===== src/rtl/tmr_pkg.sv =====
package tmr_pkg;
  typedef enum logic [2:0] {
    A_CMD  = 3'd0,
    A_MODE = 3'd1,
    A_CMP  = 3'd2,
    A_CNT  = 3'd3,
    A_STAT = 3'd4,
    A_IEN  = 3'd5,
    A_IDIS = 3'd6,
    A_MASK = 3'd7
  } tmr_addr_e;

  localparam int CMD_ON_BIT   = 0;
  localparam int CMD_OFF_BIT  = 1;
  localparam int CMD_TRIG_BIT = 2;
  localparam int ST_MATCH_BIT = 0;
  localparam int ST_RUN_BIT   = 2;
endpackage


===== src/rtl/tmr_prescale.sv =====
module tmr_prescale #(
  parameter int N_SEL  = 5,
  parameter int SHIFT0 = 1,
  parameter int STEP   = 2,
  parameter int SEL_W  = 3
) (
  input  logic             clk_i,
  input  logic             rst_ni,
  input  logic             clr_i,
  input  logic [SEL_W-1:0] sel_i,
  output logic             tick_o
);
  localparam int PRE_W = SHIFT0 + STEP * (N_SEL - 1);

  logic [PRE_W-1:0] pre_q;
  logic [N_SEL-1:0] tap;

  always_ff @(posedge clk_i or negedge rst_ni) begin
    if (!rst_ni)    pre_q <= '0;
    else if (clr_i) pre_q <= '0;
    else            pre_q <= pre_q + 1'b1;
  end

  for (genvar k = 0; k < N_SEL; k++) begin : g_tap
    assign tap[k] = &pre_q[SHIFT0 + STEP * k - 1:0];
  end

  // out-of-range selects fall back to the slowest tap
  always_comb begin
    tick_o = tap[N_SEL-1];
    for (int k = 0; k < N_SEL; k++)
      if (sel_i == SEL_W'(k)) tick_o = tap[k];
  end
endmodule


===== src/rtl/tmr_counter.sv =====
module tmr_counter #(
  parameter int CNT_W = 16
) (
  input  logic             clk_i,
  input  logic             rst_ni,
  input  logic             tick_i,
  input  logic             on_i,
  input  logic             off_i,
  input  logic             trig_i,
  input  logic             oneshot_i,
  input  logic [CNT_W-1:0] cmp_i,
  output logic [CNT_W-1:0] cnt_o,
  output logic             run_o,
  output logic             match_o
);
  logic [CNT_W-1:0] cnt_q;
  logic             run_q;
  logic             step;

  assign step    = run_q & tick_i & ~trig_i;
  assign match_o = step & (cnt_q == cmp_i);

  always_ff @(posedge clk_i or negedge rst_ni) begin
    if (!rst_ni) begin
      cnt_q <= '0;
      run_q <= 1'b0;
    end else begin
      if (trig_i)       cnt_q <= '0;
      else if (match_o) cnt_q <= '0;
      else if (step)    cnt_q <= cnt_q + 1'b1;

      if (off_i)                     run_q <= 1'b0;
      else if (on_i)                 run_q <= 1'b1;
      else if (match_o && oneshot_i) run_q <= 1'b0;
    end
  end

  assign cnt_o = cnt_q;
  assign run_o = run_q;
endmodule


===== src/rtl/tmr_irq.sv =====
module tmr_irq (
  input  logic clk_i,
  input  logic rst_ni,
  input  logic match_i,
  input  logic stat_rd_i,
  input  logic en_set_i,
  input  logic en_clr_i,
  output logic flag_o,
  output logic mask_o,
  output logic irq_o
);
  logic flag_q, mask_q;

  always_ff @(posedge clk_i or negedge rst_ni) begin
    if (!rst_ni) begin
      flag_q <= 1'b0;
      mask_q <= 1'b0;
    end else begin
      flag_q <= (flag_q & ~stat_rd_i) | match_i;  // a same-cycle event wins over the clear
      if (en_set_i)      mask_q <= 1'b1;
      else if (en_clr_i) mask_q <= 1'b0;
    end
  end

  assign flag_o = flag_q;
  assign mask_o = mask_q;
  assign irq_o  = flag_q & mask_q;
endmodule


===== src/rtl/tmr_channel.sv =====
module tmr_channel
  import tmr_pkg::*;
#(
  parameter int CNT_W      = 16,
  parameter int N_SEL      = 5,
  parameter int PRE_SHIFT0 = 1,
  parameter int PRE_STEP   = 2
) (
  input  logic             clk_i,
  input  logic             rst_ni,
  input  logic             wr_i,
  input  logic             rd_i,
  input  logic [2:0]       addr_i,
  input  logic [CNT_W-1:0] wdata_i,
  output logic [CNT_W-1:0] rdata_o,
  output logic             irq_o
);
  localparam int SEL_W    = $clog2(N_SEL);
  localparam int STOP_BIT = SEL_W;

  logic             wr_cmd, cmd_on, cmd_off, cmd_trig;
  logic [SEL_W-1:0] sel_q;
  logic             stop_q;
  logic [CNT_W-1:0] cmp_q, cnt, rd_val;
  logic             tick, run, match, flag, mask_bit, stat_rd;

  assign wr_cmd   = wr_i && (addr_i == A_CMD);
  assign cmd_on   = wr_cmd & wdata_i[CMD_ON_BIT];
  assign cmd_off  = wr_cmd & wdata_i[CMD_OFF_BIT];
  assign cmd_trig = wr_cmd & wdata_i[CMD_TRIG_BIT];
  assign stat_rd  = rd_i && (addr_i == A_STAT);

  always_ff @(posedge clk_i or negedge rst_ni) begin
    if (!rst_ni) begin
      sel_q  <= '0;
      stop_q <= 1'b0;
      cmp_q  <= '1;
    end else if (wr_i) begin
      if (addr_i == A_MODE) begin
        sel_q  <= wdata_i[SEL_W-1:0];
        stop_q <= wdata_i[STOP_BIT];
      end
      if (addr_i == A_CMP) cmp_q <= wdata_i;
    end
  end

  tmr_prescale #(
    .N_SEL (N_SEL),
    .SHIFT0(PRE_SHIFT0),
    .STEP  (PRE_STEP),
    .SEL_W (SEL_W)
  ) u_pre (
    .clk_i (clk_i),
    .rst_ni(rst_ni),
    .clr_i (cmd_trig),
    .sel_i (sel_q),
    .tick_o(tick)
  );

  tmr_counter #(.CNT_W(CNT_W)) u_cnt (
    .clk_i    (clk_i),
    .rst_ni   (rst_ni),
    .tick_i   (tick),
    .on_i     (cmd_on),
    .off_i    (cmd_off),
    .trig_i   (cmd_trig),
    .oneshot_i(stop_q),
    .cmp_i    (cmp_q),
    .cnt_o    (cnt),
    .run_o    (run),
    .match_o  (match)
  );

  tmr_irq u_irq (
    .clk_i    (clk_i),
    .rst_ni   (rst_ni),
    .match_i  (match),
    .stat_rd_i(stat_rd),
    .en_set_i (wr_i && (addr_i == A_IEN) && wdata_i[0]),
    .en_clr_i (wr_i && (addr_i == A_IDIS) && wdata_i[0]),
    .flag_o   (flag),
    .mask_o   (mask_bit),
    .irq_o    (irq_o)
  );

  always_comb begin
    rd_val = '0;
    case (tmr_addr_e'(addr_i))
      A_MODE: begin
        rd_val[SEL_W-1:0] = sel_q;
        rd_val[STOP_BIT]  = stop_q;
      end
      A_CMP:  rd_val = cmp_q;
      A_CNT:  rd_val = cnt;
      A_STAT: begin
        rd_val[ST_MATCH_BIT] = flag;
        rd_val[ST_RUN_BIT]   = run;
      end
      A_MASK: rd_val[0] = mask_bit;
      default: rd_val = '0;
    endcase
  end

  always_ff @(posedge clk_i or negedge rst_ni) begin
    if (!rst_ni)   rdata_o <= '0;
    else if (rd_i) rdata_o <= rd_val;
  end
endmodule


===== config.mk =====
export PLATFORM = sky130hd
export DESIGN_NAME = tmr_channel
export DESIGN_NICKNAME = d
export VERILOG_FILES = /design/src/rtl/tmr_pkg.sv /design/src/rtl/tmr_prescale.sv /design/src/rtl/tmr_counter.sv /design/src/rtl/tmr_irq.sv /design/src/rtl/tmr_channel.sv
export SDC_FILE = /design/constraint.sdc
export NUM_CORES = 1
export LEC_CHECK = 0
export BUFFER_PORTS_ARGS = -buffer_cell sky130_fd_sc_hd__buf_2
export CORE_ASPECT_RATIO = 0.75
export CORE_MARGIN = 2
export CORE_UTILIZATION = 40
export DETAILED_ROUTE_END_ITERATION = 6
export HOLD_SLACK_MARGIN = 0.15
export PLACE_DENSITY = 0.65
export SLEW_MARGIN = 20
export SYNTH_ARGS = -nofsm -noshare
export SYNTH_HDL_FRONTEND = slang
export SYNTH_SLANG_ARGS = --single-unit

===== constraint.sdc =====
create_clock -name clk_i -period 2.64 [get_ports clk_i]
set_input_delay 0.528 -clock clk_i [delete_from_list [all_inputs] [get_ports clk_i]]
set_output_delay 0.528 -clock clk_i [all_outputs]
set_load 0.005 [all_outputs]

Yosys cells after proc, flatten, opt, wreduce, memory -nomap -nowiden:

Cells that the tools add are included.

* $add $sub $neg: 2
* equal/unequal tests: 12
* multiplexer cells: 19
* bitwise operators: 11
* reduce and logical (&&, ||, !) cells: 18

Operators with widths (number)
* 16-bit 2-to-1 mux: 3
* 12-bit one-hot mux with 2 select lines: 1
* 16-bit by 1-bit adder with 16-bit output (second input constant): 1
* 16-bit equality test: 1
* 3-bit equality test (second input constant): 5
* 3-bit by 2-bit equality test with 1-bit output (second input constant): 4
* 1-bit 2-to-1 mux: 10
* 9-bit by 1-bit adder with 9-bit output (second input constant): 1
* 9-bit 2-to-1 mux: 1
* 9-bit AND reduction: 1
* 1-bit bitwise AND: 8
* 1-bit logical AND: 7
* 7-bit AND reduction: 1
* 3-bit by 1-bit equality test with 1-bit output (second input constant): 2
* 3-bit logical NOT: 2
* 1-bit one-hot mux with 3 select lines: 2
* 3-bit nonzero test: 2
* 1-bit one-hot mux with 5 select lines: 1
* 5-bit AND reduction: 1
* 1-bit one-hot mux with 4 select lines: 1
* 2-bit AND reduction: 2
* 3-bit AND reduction: 1
* 1-bit inverter: 2
* 2-bit nonzero test: 1
* 1-bit OR: 1

* flip-flop bits (word level): 64
* bits of input ports: 23
* output and inout bits: 17
* logic and storage cells: 71

Longest topological paths before layout:

* depth after elaboration: 13
* depth in mapped cells: 12
* gate-level depth less buffers: 10

By module:

A second synthesis with hierarchy kept.

* cell total of the unflattened synthesis: 319
* area total of the unflattened synthesis: 3460.8 µm²

Modules (own cells, without submodules)
* tmr_channel: times used 1, cells each 132, area each 1715.4 µm²
* tmr_counter: times used 1, cells each 135, area each 1194.9 µm²
* tmr_prescale: times used 1, cells each 45, area each 471.7 µm²
* tmr_irq: times used 1, cells each 7, area each 78.8 µm²

Worst setup path before layout:

No wires, ideal clock.

* kind: register -> register
* start: register u_pre.pre_q[0]
* end: register u_cnt.cnt_q[8] (netlist: u_cnt.cnt_o[8])
* setup time: 0.134 ns
* arrival: 2.173 ns
* setup slack: 0.333 ns
* cell stages (with the launch flop): 13
* period minus slack after synthesis: 2.307 ns
* cells stage by stage: dfrtp_1 > ha_1 > nand3_1 > nor2_1 > and2_1 > ha_1 > nand2_1 > o2111a_1 > a211o_1 > buf_2 > buf_2 > a32oi_1 > o41ai_1

* word-level cells in the longest chain between the ends: 11
* elaborated cells between the ends (all ways): 15
* those cells by class: 7 x mux; 3 x bitwise; 5 x reduce/logical

RTL lines
* from (decl): line tmr_prescale.sv:15 `logic [PRE_W-1:0] pre_q;`
* from (signal assigned): line tmr_prescale.sv:21 `else pre_q <= pre_q + 1'b1;`
* 9-bit AND reduction: line tmr_prescale.sv:25 `assign tap[k] = &pre_q[SHIFT0 + STEP * k - 1:0];`
* 1-bit 2-to-1 mux (4 in a row): line tmr_prescale.sv:32 `if (sel_i == SEL_W'(k)) tick_o = tap[k];`
* 1-bit 2-to-1 mux (*): line tmr_prescale.sv:32
* 1-bit bitwise AND (*) (2 in a row): line tmr_counter.sv:20 `assign step = run_q & tick_i & ~trig_i;`
* 1-bit bitwise AND: line tmr_counter.sv:21 `assign match_o = step & (cnt_q == cmp_i);`
* 16-bit 2-to-1 mux: line tmr_counter.sv:29 `else if (match_o) cnt_q <= '0;`
* 16-bit 2-to-1 mux: line tmr_counter.sv:28 `if (trig_i) cnt_q <= '0;`
* to (signal assigned): line tmr_counter.sv:30 `else if (step) cnt_q <= cnt_q + 1'b1;`
* to (decl): line tmr_counter.sv:16 `logic [CNT_W-1:0] cnt_q;`

Every way passes the cells marked *; elsewhere a longest branch is shown, timed or not.
A chain may end at the register's enable or synchronous reset.

Worst setup path after layout:

* start: register u_pre.pre_q[1]
* end: register u_cnt.cnt_q[7] (netlist: u_cnt.cnt_o[7])

Same word-level chain as after synthesis.

==> impl_metrics.py <==
metrics = {
    "synthesis": {
        "ys_seq_elements": 64,
        "synthTopCellsByArea": "dfrtp_1 (36%), dfstp_2 (12%), mux2_2 (7.3%)",
        "synth.avg_cell_area_um2": 10.41,
        "synth_top_area_share": 0.3552,
        "synth_top_area_cell": "dfrtp_1",
        "async_flop_share": 1.000,
        "synth_edf_count": 0,
        "syn_nets": 353,
        "ys_top_cells_by_count": "dfrtp_1 (48), inv_1 (22), mux2_2 (22)",
        "dominantRegCellSynth": "dfrtp_1",
        "ys_types": 49,
        "syn-cell-area_um2": 3382,
        "synth-seq-area-share": 0.4795,
        "postSynthCellCount": 325,
        "synth_warnings": 0,
        "yosysMostFrequentCell": "dfrtp_1",
    },
    "grt": {
        "grt_pass1_vias": 2532,
        "grt_use_total": 0.1801,
        "grt_first_pass_wirelength_um": 12860,
        "grt_max_degree": 65,
        "antenna_found_initial": 0,
        "overflow": 0,
    },
    "timing": {
        "fin_crit_ns": 2.472,
        "worst_slack_ns": 0.1675,
        "fin_tns_setup_ns": 0,
        "rsz0062_at_grt": "false",
        "hold_slack_ns": 0.3752,
        "max_freq_mhz": 404.5,
        "drv_slew": 0,
        "finalHoldViolations": 0,
        "worstMarginPinSlew_ns": 0.7979,
        "maxSlewHeadroom": 0.4681,
        "fin_skew_ns": 0.004831,
        "fin_crit_sh": 0.9365,
        "setup_viol": 0,
    },
    "routing": {
        "drc": 0,
        "num_vias": 2649,
        "first_iter_violations": 188,
        "routed_wl_um": 7788,
        "postRouteAntennaNets": 0,
        "wl_per_cell_um": 16.16,
        "viasPerCell": 5.496,
        "drtPass1Iterations": 4,
    },
    "floorplanning": {
        "core-area_um2": 8346,
        "die_y_um": 83.63,
        "rows": 29,
        "die_area_um2": 9214,
        "die_w_um": 110.2,
        "initial_core_util": 0.4052,
        "io_pins": 40,
    },
    "worst_setup_path": {
        "crit_family": "simple AND/OR/NAND/NOR gates",
        "path_cells": "ha_1, nand3_1, nor2_1, and2_1, ha_1, nand2_1, o2111a_1, a211o_1, or4_1, a21oi_1",
        "critical-path-slowest-cell": "or4_1",
        "r2r-start": "u_pre.pre_q[1]",
        "regToRegSetupSlack_ns": 0.17,
        "cpMostUsedCell": "ha_1",
        "worstPathRequired_ns": 2.88,
        "r2r-end": "u_cnt.cnt_o[7]",
        "cpPeakStageDelay_ns": 0.52,
        "path_max_fanout": 7,
        "path_class": "reg2reg",
        "endpoint_kind": "flop",
        "path_buf_inv": 0,
        "cp.arrival_ns": 2.72,
        "cp-start-kind": "flop",
        "startpoint": "u_pre.pre_q[1]",
        "reg2reg_depth": 10,
    },
    "clocking": {
        "tritoncts_num_sinks": 64,
        "cts_tree": "done",
        "clockRootBuffer": "clkbuf_16",
        "clk_pin_slew_ns": 0.06,
        "cts_resized": 0,
        "ctsHoldBuffers": 0,
        "clock_latency_ns": 0.33,
        "cts_buffers": 9,
        "cts.path.max_buffers": 2,
        "htreeDepth": 3,
    },
    "placed_design": {
        "post_dp_cell_area_um2": 3744,
        "port_buffers": 39,
        "dp.cells": 465,
        "gp_congestion": 0.8502,
        "hpwlAfterDp_um": 5492,
        "pre_cts_ws_ns": 0.08357,
    },
    "cells_and_area": {
        "syn_to_final_growth_pct": 20.38,
        "fin_cells": 482,
        "finalNetCount": 397,
        "final_layout_size_suffix_gt1_frac": 0.2941,
        "fill_cells": 761,
        "diodes": 0,
        "fin_util": 0.4879,
        "finish.instance_area_um2": 4071,
    },
    "run": {
        "maxCapViolCount": 0,
    },
    "power_and_ir_drop": {
        "leakage_nw": 1.808,
        "total_power_mw": 3.264,
        "irDropWorstVdd_mv": 0.4072,
        "p_per_area_nw_per_um2": 801.8,
    },
    "hold_path": {
        "hp-class": "in2async",
    },
    "status": {
        "outcome": "complete, no violations",
    },
}
[worst max path at each step]
stage	endpoint	slack [ns]	depth (start not counted)
global placement	u_cnt.cnt_o[9]	0.18	11
global route	u_cnt.cnt_o[9]	0.02	11
detailed placement	u_cnt.cnt_o[9]	0.08	11
floorplan	u_cnt.cnt_o[8]	0.33	12
CTS	u_cnt.cnt_o[9]	0.06	11
finish	u_cnt.cnt_o[7]	0.17	10
[state kept, by name, indices dropped and copies added, names as in the netlist]
name,count
u_cnt.run_o,1
u_irq.mask_o,1
u_pre.pre_q,9
sel_q,3
u_cnt.cnt_o,16
rdata_o,16
stop_q,1
cmp_q,16
u_irq.flag_o,1
[routing by layer]
layer  share of wire  up-vias  GRT usage
li1                -     1290          -
met1            0.51     1273     0.2682
met2            0.43       79     0.2560
met3           0.058        7    0.05230
met4          0.0096        0    0.04545
met5               0        -          0
[power by group]
group | total, mW | switching, mW | leakage [nW] | internal, mW
clock network | 1.27 | 0.439 | 0.156 | 0.827
logic | 0.603 | 0.303 | 0.870 | 0.301
registers | 1.39 | 0.191 | 0.782 | 1.20
[placed cells by master (no fill, tap or decap), types with 13 or more instances in the layout]
cell type / n
dfrtp_1: 48
buf_2: 39
inv_1: 22
mux2_2: 22
xor2_1: 18
nand2_1: 16
dfstp_2: 16
nand3_1: 15
nor2_1: 14
mux2i_1: 14
o22ai_1: 14
buf_4: 13
[logic make-up (layout without fill, tap and decap cells)]
logic type                 count (synthesis)  in the layout  share of synthesized area
AOI/OAI and AO/OA                         69             69                     0.1450
xor gates and xnor gates                  19             19                    0.04920
adders and majority gates                  5              5                    0.01850
buffers and inverters                     42             91                    0.04772
DFF                                       64             64                     0.4795
muxes                                     36             36                     0.1147
and+or+nand+nor                           90             90                     0.1454
[timing repair]
item,in CTS,in global routing
buffers inserted,0,1
endpoints found under the setup margin,0,5
endpoints found under the hold margin,0,0
[final cells by class]
type | instances | area [µm²] | area share
inverters | 22 | 82.58 | 0.02028
flip-flops and latches | 64 | 1622 | 0.3983
repair buffers | 53 | 312.8 | 0.07683
well taps | 108 | 135.1 | 0.03319
clock inverters | 7 | 95.09 | 0.02336
multi-input cells | 219 | 1599 | 0.3927
clock buffers | 9 | 225.2 | 0.05532
Note: power is estimated with default switching activity, not from simulation.
